--- src/rtl/sio_irq_pkg.sv ---
package sio_irq_pkg;
  localparam int NSRC    = 5;
  // source index doubles as priority (0 highest)
  localparam int I_ERR   = 0;
  localparam int I_RX    = 1;
  localparam int I_TX    = 2;
  localparam int I_IDLE  = 3;
  localparam int I_TMR   = 4;
  // control register enable positions
  localparam int EN_ERR  = 16;
  localparam int EN_RX   = 11;
  localparam int EN_TX   = 12;
  localparam int EN_IDLE = 10;
  localparam int EN_TMR  = 13;
endpackage

--- src/rtl/sio_lvl_src.sv ---
module sio_lvl_src (
  input  logic clk_i,
  input  logic rst_ni,
  input  logic en_i,
  input  logic cond_i,
  input  logic mask_i,
  input  logic clr_i,
  output logic req_o
);
  logic served_q;

  // served until the flag drops, so a slow flag cannot re-raise the request
  always_ff @(posedge clk_i or negedge rst_ni) begin
    if (!rst_ni)      served_q <= 1'b0;
    else if (!cond_i) served_q <= 1'b0;
    else if (clr_i)   served_q <= 1'b1;
  end

  assign req_o = en_i & cond_i & ~served_q & ~mask_i;
endmodule

--- src/rtl/sio_pulse_src.sv ---
module sio_pulse_src #(
  parameter int IDX_W  = 3,
  parameter int SRC_ID = 0
) (
  input  logic             clk_i,
  input  logic             rst_ni,
  input  logic             en_i,
  input  logic             set_i,
  input  logic             ack_i,
  input  logic [IDX_W-1:0] ack_idx_i,
  output logic             req_o
);
  localparam logic [IDX_W-1:0] MY_IDX = IDX_W'(SRC_ID);

  logic pend_q;
  logic ack_hit;

  assign ack_hit = ack_i & (ack_idx_i == MY_IDX);

  // new event wins over a same-cycle acknowledge
  always_ff @(posedge clk_i or negedge rst_ni) begin
    if (!rst_ni)              pend_q <= 1'b0;
    else if (set_i && en_i)   pend_q <= 1'b1;
    else if (ack_hit)         pend_q <= 1'b0;
  end

  assign req_o = pend_q & en_i;
endmodule

--- src/rtl/sio_idle_det.sv ---
module sio_idle_det #(
  parameter int CNT_W = 4
) (
  input  logic clk_i,
  input  logic rst_ni,
  input  logic tick_i,
  input  logic line_i,
  input  logic long_i,
  output logic hit_o
);
  logic [CNT_W-1:0] cnt_q;
  logic             done_q;
  logic [CNT_W-1:0] thr;

  assign thr   = long_i ? CNT_W'(11) : CNT_W'(10);
  assign hit_o = tick_i & line_i & ~done_q & ((cnt_q + CNT_W'(1)) == thr);

  // count stops once the stretch has fired; a low tick restarts it
  always_ff @(posedge clk_i or negedge rst_ni) begin
    if (!rst_ni) begin
      cnt_q  <= '0;
      done_q <= 1'b0;
    end else if (tick_i) begin
      if (!line_i) begin
        cnt_q  <= '0;
        done_q <= 1'b0;
      end else if (!done_q) begin
        cnt_q <= cnt_q + CNT_W'(1);
        if (hit_o) done_q <= 1'b1;
      end
    end
  end
endmodule

--- src/rtl/sio_irq_prio.sv ---
module sio_irq_prio #(
  parameter int N     = 5,
  parameter int IDX_W = 3
) (
  input  logic [N-1:0]     req_i,
  output logic             any_o,
  output logic [IDX_W-1:0] idx_o
);
  always_comb begin
    idx_o = '0;
    for (int i = N - 1; i >= 0; i--) begin
      if (req_i[i]) idx_o = IDX_W'(i);
    end
  end

  assign any_o = |req_i;
endmodule

--- src/rtl/sio_irq_ctrl.sv ---
module sio_irq_ctrl
  import sio_irq_pkg::*;
#(
  parameter int CTRL_W = 24,
  parameter int IDX_W  = 3,
  parameter int CNT_W  = 4
) (
  input  logic              clk_i,
  input  logic              rst_ni,
  input  logic              ctrl_we_i,
  input  logic [CTRL_W-1:0] ctrl_wdata_i,
  input  logic              rx_full_i,
  input  logic              par_err_i,
  input  logic              frm_err_i,
  input  logic              ovr_err_i,
  input  logic              tx_empty_i,
  input  logic              rxd_i,
  input  logic              bit_tick_i,
  input  logic              frame11_i,
  input  logic              baud_zero_i,
  input  logic              stat_rd_i,
  input  logic              rx_rd_i,
  input  logic              tx_wr_i,
  input  logic              ack_i,
  input  logic [IDX_W-1:0]  ack_idx_i,
  output logic              irq_o,
  output logic [IDX_W-1:0]  irq_idx_o
);
  logic [CTRL_W-1:0] ctrl_q;
  logic              arm_q;
  logic              err_cond;
  logic              idle_hit;
  logic [NSRC-1:0]   req;

  always_ff @(posedge clk_i or negedge rst_ni) begin
    if (!rst_ni)        ctrl_q <= '0;
    else if (ctrl_we_i) ctrl_q <= ctrl_wdata_i;
  end

  // status read arms the error clear; the next data read consumes it
  always_ff @(posedge clk_i or negedge rst_ni) begin
    if (!rst_ni)        arm_q <= 1'b0;
    else if (rx_rd_i)   arm_q <= 1'b0;
    else if (stat_rd_i) arm_q <= 1'b1;
  end

  assign err_cond = rx_full_i & (par_err_i | frm_err_i | ovr_err_i);

  sio_lvl_src u_err (
    .clk_i (clk_i), .rst_ni (rst_ni),
    .en_i  (ctrl_q[EN_ERR]),
    .cond_i(err_cond),
    .mask_i(1'b0),
    .clr_i (arm_q & rx_rd_i),
    .req_o (req[I_ERR])
  );

  sio_lvl_src u_rx (
    .clk_i (clk_i), .rst_ni (rst_ni),
    .en_i  (ctrl_q[EN_RX]),
    .cond_i(rx_full_i),
    .mask_i(req[I_ERR]),
    .clr_i (rx_rd_i),
    .req_o (req[I_RX])
  );

  sio_lvl_src u_tx (
    .clk_i (clk_i), .rst_ni (rst_ni),
    .en_i  (ctrl_q[EN_TX]),
    .cond_i(tx_empty_i),
    .mask_i(1'b0),
    .clr_i (tx_wr_i),
    .req_o (req[I_TX])
  );

  sio_idle_det #(.CNT_W(CNT_W)) u_idle_det (
    .clk_i (clk_i), .rst_ni (rst_ni),
    .tick_i(bit_tick_i),
    .line_i(rxd_i),
    .long_i(frame11_i),
    .hit_o (idle_hit)
  );

  sio_pulse_src #(.IDX_W(IDX_W), .SRC_ID(I_IDLE)) u_idle (
    .clk_i    (clk_i), .rst_ni (rst_ni),
    .en_i     (ctrl_q[EN_IDLE]),
    .set_i    (idle_hit),
    .ack_i    (ack_i),
    .ack_idx_i(ack_idx_i),
    .req_o    (req[I_IDLE])
  );

  sio_pulse_src #(.IDX_W(IDX_W), .SRC_ID(I_TMR)) u_tmr (
    .clk_i    (clk_i), .rst_ni (rst_ni),
    .en_i     (ctrl_q[EN_TMR]),
    .set_i    (baud_zero_i),
    .ack_i    (ack_i),
    .ack_idx_i(ack_idx_i),
    .req_o    (req[I_TMR])
  );

  sio_irq_prio #(.N(NSRC), .IDX_W(IDX_W)) u_prio (
    .req_i(req),
    .any_o(irq_o),
    .idx_o(irq_idx_o)
  );
endmodule

--- config.mk ---
export PLATFORM = sky130hd
export DESIGN_NAME = sio_irq_ctrl
export DESIGN_NICKNAME = d
export VERILOG_FILES = /design/src/rtl/sio_irq_pkg.sv /design/src/rtl/sio_lvl_src.sv /design/src/rtl/sio_pulse_src.sv /design/src/rtl/sio_idle_det.sv /design/src/rtl/sio_irq_prio.sv /design/src/rtl/sio_irq_ctrl.sv
export SDC_FILE = /design/constraint.sdc
export NUM_CORES = 1
export LEC_CHECK = 0
export ABC_CLOCK_PERIOD_IN_PS = 3350
export BUFFER_PORTS_ARGS = -buffer_cell sky130_fd_sc_hd__buf_2
export CAP_MARGIN = 20
export CORE_ASPECT_RATIO = 0.8
export CORE_MARGIN = 4
export CORE_UTILIZATION = 45
export DETAILED_ROUTE_END_ITERATION = 10
export PLACE_DENSITY = 0.84
export SLEW_MARGIN = 20
export SYNTH_ARGS = -nofsm -noshare
export SYNTH_HDL_FRONTEND = slang
export SYNTH_SLANG_ARGS = --single-unit
--- constraint.sdc ---
create_clock -name clk_i -period 3.35 [get_ports clk_i]
set_clock_uncertainty 0.15 [all_clocks]
set_input_delay 0.67 -clock clk_i [delete_from_list [all_inputs] [get_ports clk_i]]
set_output_delay 0.67 -clock clk_i [all_outputs]
set_load 0.02 [all_outputs]
Yosys cells after proc, flatten, opt, wreduce, memory -nomap -nowiden
Index checks and enable logic that the tools add are counted.
{"block": "word_totals", "register_bits": 28, "elab_cells": 70, "out_inout_bits": 4, "inputBits": 43}
{"block": "op_classes", "eq_ne": 7, "n_addsub": 1, "reduce_logical": 7, "mux": 23, "bitwise": 23}
{"op": "AND 1 bit", "count": 16}
{"op": "2-to-1 mux 1 bit", "count": 16}
{"op": "2-to-1 mux 3 bit", "count": 5}
{"op": "2-to-1 mux 4 bit", "count": 2}
{"op": "nonzero test 2 bit", "count": 3}
{"op": "inverter 1 bit", "count": 5}
{"op": "OR reduction 5 bit", "count": 1}
{"op": "adder 4 x 1 -> 4 bit (second input constant)", "count": 1}
{"op": "== test 4 bit", "count": 1}
{"op": "inequality test 2 x 1 -> 1 bit (second input constant)", "count": 2}
{"op": "inequality test 2 bit (second input constant)", "count": 2}
{"op": "== test 3 x 2 -> 1 bit (second input constant)", "count": 1}
{"op": "== test 3 bit (second input constant)", "count": 1}
{"op": "logical AND 1 bit", "count": 2}
{"op": "OR 1 bit", "count": 2}
{"op": "AND reduction 2 bit", "count": 1}

Logic depth before layout (Yosys ltp)
{"block": "depth", "word_depth": 9, "ltp_mapped": 4, "ltp_nobuf": 4}

Cells and area by module
A second synthesis with hierarchy kept.
{"block": "unflattened", "hier_cells": 74, "area_unflattened_um2": 840.8}
{"mod": "sio_idle_det", "n_inst": 1, "area_per_inst_um2": 321.6, "seq_area_each_um2": 125.1, "cells_each": 34}
{"mod": "sio_irq_ctrl", "n_inst": 1, "area_per_inst_um2": 235.2, "seq_area_each_um2": 150.1, "cells_each": 15}
{"mod": "sio_lvl_src", "n_inst": 3, "area_per_inst_um2": 45.0, "seq_area_each_um2": 25.0, "cells_each": 3}
{"mod": "sio_pulse_src at u_tmr", "n_inst": 1, "area_per_inst_um2": 51.3, "seq_area_each_um2": 25.0, "cells_each": 4}
{"mod": "sio_irq_prio", "n_inst": 1, "area_per_inst_um2": 48.8, "seq_area_each_um2": 0.0, "cells_each": 8}
{"mod": "sio_pulse_src at u_idle", "n_inst": 1, "area_per_inst_um2": 48.8, "seq_area_each_um2": 25.0, "cells_each": 4}

Least setup slack after synthesis
Ideal clock, no wire load.
{"block": "synth_timing", "path_kind": "input -> output", "startpoint": "input ovr_err_i", "endpoint": "output irq_idx_o[2]", "setup_slack_ns": 1.026, "arrival_time_ns": 1.504, "path_stages": 3, "n_path_buf": 0, "cell_sequence": "nor3_2 > o31ai_1 > nor3_1"}
{"block": "synth_via", "elab_chain_len": 8}
{"item": "start: declaration", "line_no": "sio_irq_ctrl.sv:15", "rtl": "input logic ovr_err_i,"}
{"item": "OR 1 bit *", "line_no": "sio_irq_ctrl.sv:47", "rtl": "assign err_cond = rx_full_i & (par_err_i | frm_err_i | ovr_err_i);"}
{"item": "AND 1 bit *", "line_no": "sio_irq_ctrl.sv:47"}
{"item": "AND 1 bit * (2 in a row)", "line_no": "sio_lvl_src.sv:19", "rtl": "assign req_o = en_i & cond_i & ~served_q & ~mask_i;"}
{"item": "inverter 1 bit", "line_no": "sio_lvl_src.sv:19"}
{"item": "AND 1 bit", "line_no": "sio_lvl_src.sv:19"}
{"item": "2-to-1 mux 3 bit", "line_no": "sio_irq_prio.sv:12", "rtl": "if (req_i[i]) idx_o = IDX_W'(i);"}
{"item": "2-to-1 mux 3 bit *", "line_no": "sio_irq_prio.sv:12"}
{"item": "end: declaration", "line_no": "sio_irq_ctrl.sv:27", "rtl": "output logic [IDX_W-1:0] irq_idx_o"}
Every way passes the cells marked *; elsewhere a longest branch is shown, timed or not.

Worst setup path in the final report
{"block": "layout_timing", "startpoint": "input ovr_err_i", "endpoint": "output irq_o"}
{"block": "layout_via", "elab_chain_len": 7}
{"item": "OR 1 bit *", "line_no": "sio_irq_ctrl.sv:47"}
{"item": "AND 1 bit *", "line_no": "sio_irq_ctrl.sv:47"}
{"item": "AND 1 bit * (2 in a row)", "line_no": "sio_lvl_src.sv:19"}
{"item": "inverter 1 bit", "line_no": "sio_lvl_src.sv:19"}
{"item": "AND 1 bit", "line_no": "sio_lvl_src.sv:19"}
{"item": "OR reduction 5 bit *", "line_no": "sio_irq_prio.sv:16", "rtl": "assign any_o = |req_i;"}
{"item": "end: declaration", "line_no": "sio_irq_ctrl.sv:26", "rtl": "output logic irq_o,"}
Marked as above.

==> results.md <==
* Status: finished, final reports clean
* Top Ports at between 40 and 50
* Comb pwr share at 0.238
* Int Pwr at 0.000312 W
* Drt first-iter violations at 9
* Number of setup buffers added after CTS at 0
* Total global-route track usage at 0.155
* Core area at 1660 um2
* Tot Pwr at 0.000450 W
* Fmax at approximately 400 MHz
* Largest net degree at the start of global routing at 17
* DP HPWL at 1.33 mm
* Die area at 2520 um2
* Sw frac at 0.306
* Clock Path Buffers at 2
* DRC Markers at 0
* CP peak stage delay at between 0.3 and 0.4 ns
* Crit path max fanout at 3
* Crit-path slowest cell: or3b_1
* Synth cell types at 26
* CTS Hold Bufs at 0
* Power per cell area at 456 nW/um2
* PnR worst setup slack at between 0.8 and 0.9 ns
* Highest routed layer: met4
* Layout cells sized above 1 at 0.349
* Routed len/inst at 12.9 um
* Synth Register Bits at 16
* Layout area overhead at 23.1%
* Leak at 0.460 nW
* Vias in the first global route at slightly above 600
* # resized after CTS at 0
* CTS tree: built
* Yosys Warn Count at 0
* Hold/Removal Path Class: input port to asynchronous set/reset pin
* Most frequent cells in the layout: buf_2 (27), dfrtp_1 (16), nand2_1 (11)
* RSZ-0062 raised after global routing: no
* Area of the multi-input gates at roughly 400 um2
* Met2 wire length at 744 um
* Final Wtd Congestion at approximately 0.79
* Clock power share at 0.217
* Register area share after synthesis at 0.500
* Switching power at 0.000138 W
* Final WL at about 1.7 mm
* Setup TNS Final at 0 ns
* Met1 Wirelength at 732 um
* WHS at 0.131 ns
* Rows at 13
* Worst-path cell chain: buf_2 > nor3_2 > o31ai_1 > or3b_1 > buf_2
* Tightest Pin Transition at 0.440 ns
* Port Buffer Count at 27
* Initial Util at 0.483
* Die X at 55.2 um
* Overflow after GRT at 0
* Crit end category: output port
* Syn_area_per_cell at 10.5 um2
* Initial antenna violation count at 0
* Startpoint Class: input port
* Place WS at 0.834 ns
* WP data required at about 2.5 ns
* H-tree depth at 1
* Vias at 689
* 1st-pass router iterations at 4
* Skew-Pair Late Insertion Delay at 0.28 ns
* CP dominant cell by count: buf_2
* Final worst path period share at 0.751
* Final ANT Viol Nets at 0
* Peak VDD IR at 0.303 mV
* First-pass GRT wire length at 2.70 mm
* Synth Instances at 76
* Arrival time at the worst endpoint at 1.69 ns
* DR WL met3 at 158 um
* TritonCTS buffer count at 3
* Commonest non-fill, non-tap cell in the layout: buf_2
* Vias per cell at 5.38
* Max Cap Violations at 0
* Max_slew headroom at 0.704
* R2R cell count at 4
* Final net count at 152
* CTS Sinks at 16
* Die Y at 45.7 um
* # setup viols final at 0
* Reg power frac at 0.545
* Min cycle time layout at 2.51 ns
* Reg clk slew, reported paths at 0.09 ns
* Cell area after layout at 986 um2
* Root Buffer: clkbuf_4
* Critical path class: input port to output port
* Synthesized area at 801 um2
* Fill cell count at 158
* Post-DP Area at between 900 and 1000 um2
* Synthesized net count at 120
* Reg area at 400 um2
* Max-slew violations at 0
* Ant diodes at 0
* Final hold viol count at 0
-- critical path: cells and delay by family --
family / cells / cell delay [ns]
buffers and inverters: 2 / 0.26
AND/OR/NAND/NOR: 2 / 0.60
AO/OA/AOI/OAI: 1 / 0.16
-- cell families after synthesis --
| logic type | synth area share |
|---|---|
| simple gates | 0.220 |
| compound gates | 0.152 |
| flops | 0.500 |
| mux | 0.0703 |
| xor+xnor | 0.0328 |
| buf+inv | 0.00938 |
| fa+ha+maj | 0.0156 |
-- power groups by stage --
stage / combinational, W / sequential, W / clock (W)
detailed placement: 0.000108 / 0.000249 / 0
global route: 0.000120 / 0.000251 / 0.000113
CTS: 0.000109 / 0.000245 / 0.000103
global placement: 0.000104 / 0.000248 / 0
floorplan: 0.0000723 / 0.000243 / 0
finish: 0.000107 / 0.000245 / 0.0000974
-- through the flow --
stage	instances	util
final	128	0.594
after floorplan	76	-
after CTS	128	0.594
after global placement	125	0.581
after global routing	128	0.594
after detailed placement	125	0.581
-- flip-flops by register name (all words and copies together), names as in the netlist --
signal,count
u_tx.served_q,1
u_tmr.pend_q,1
u_idle_det.done_q,1
u_err.served_q,1
u_idle.pend_q,1
u_idle_det.cnt_q,4
arm_q,1
u_rx.served_q,1
ctrl_q,5
-- final cells by class --
class / instances / area share
sequential: 16 / 0.406
multi-input combinational: 58 / 0.398
timing repair buffer: 27 / 0.137
inverter: 2 / 0.00761
tap: 22 / 0.0279
clock buffer: 3 / 0.0228
-- metal layers --
layer / up-vias / GRT usage
li1: 341 / -
met3: 3 / 0.0590
met1: 320 / 0.210
met4: 0 / 0.0437
met2: 25 / 0.231
met5: - / 0
-- synthesized netlist by cell type, drive strengths merged --
cell,n,area (um2)
nand3b,2,15.0
ha,1,12.5
nand3,5,25.0
o2bb2ai,2,17.5
nor2,3,11.3
a22o,2,17.5
nand4b,2,17.5
o21ai,2,10.0
or3,1,6.26
or3b,1,8.76
nor3,3,20.0
o311ai,1,8.76
nand2,11,41.3
inv,2,7.51
xor2,2,17.5
o31ai,3,27.5
nand2b,1,6.26
xnor2,1,8.76
mux2,5,56.3
o21a,2,15.0
a21oi,5,25.0
nor4bb,1,10.0
nor3b,2,15.0
dfrtp,16,400
-- path summary, 6_finish.rpt --
check | from | endpoint | slack (ns)
worst max register to register | u_idle_det.cnt_q[0]$_DFFE_PN0P_ | u_idle.pend_q$_DFFE_PN0P_ | 1.72
min in group clk_i | u_rx.served_q$_DFFE_PN0P_ | u_rx.served_q$_DFFE_PN0P_ | 0.34
worst min register to register | u_rx.served_q$_DFFE_PN0P_ | u_rx.served_q$_DFFE_PN0P_ | 0.34
worst max-delay path | ovr_err_i | irq_o | 0.84
worst min-delay path | rst_ni | u_idle_det.cnt_q[2]$_DFFE_PN0P_ | 0.13
max in group asynchronous | rst_ni | ctrl_q[10]$_DFFE_PN0P_ | 2.66
No activity file was read; power rests on OpenSTA's default activity.
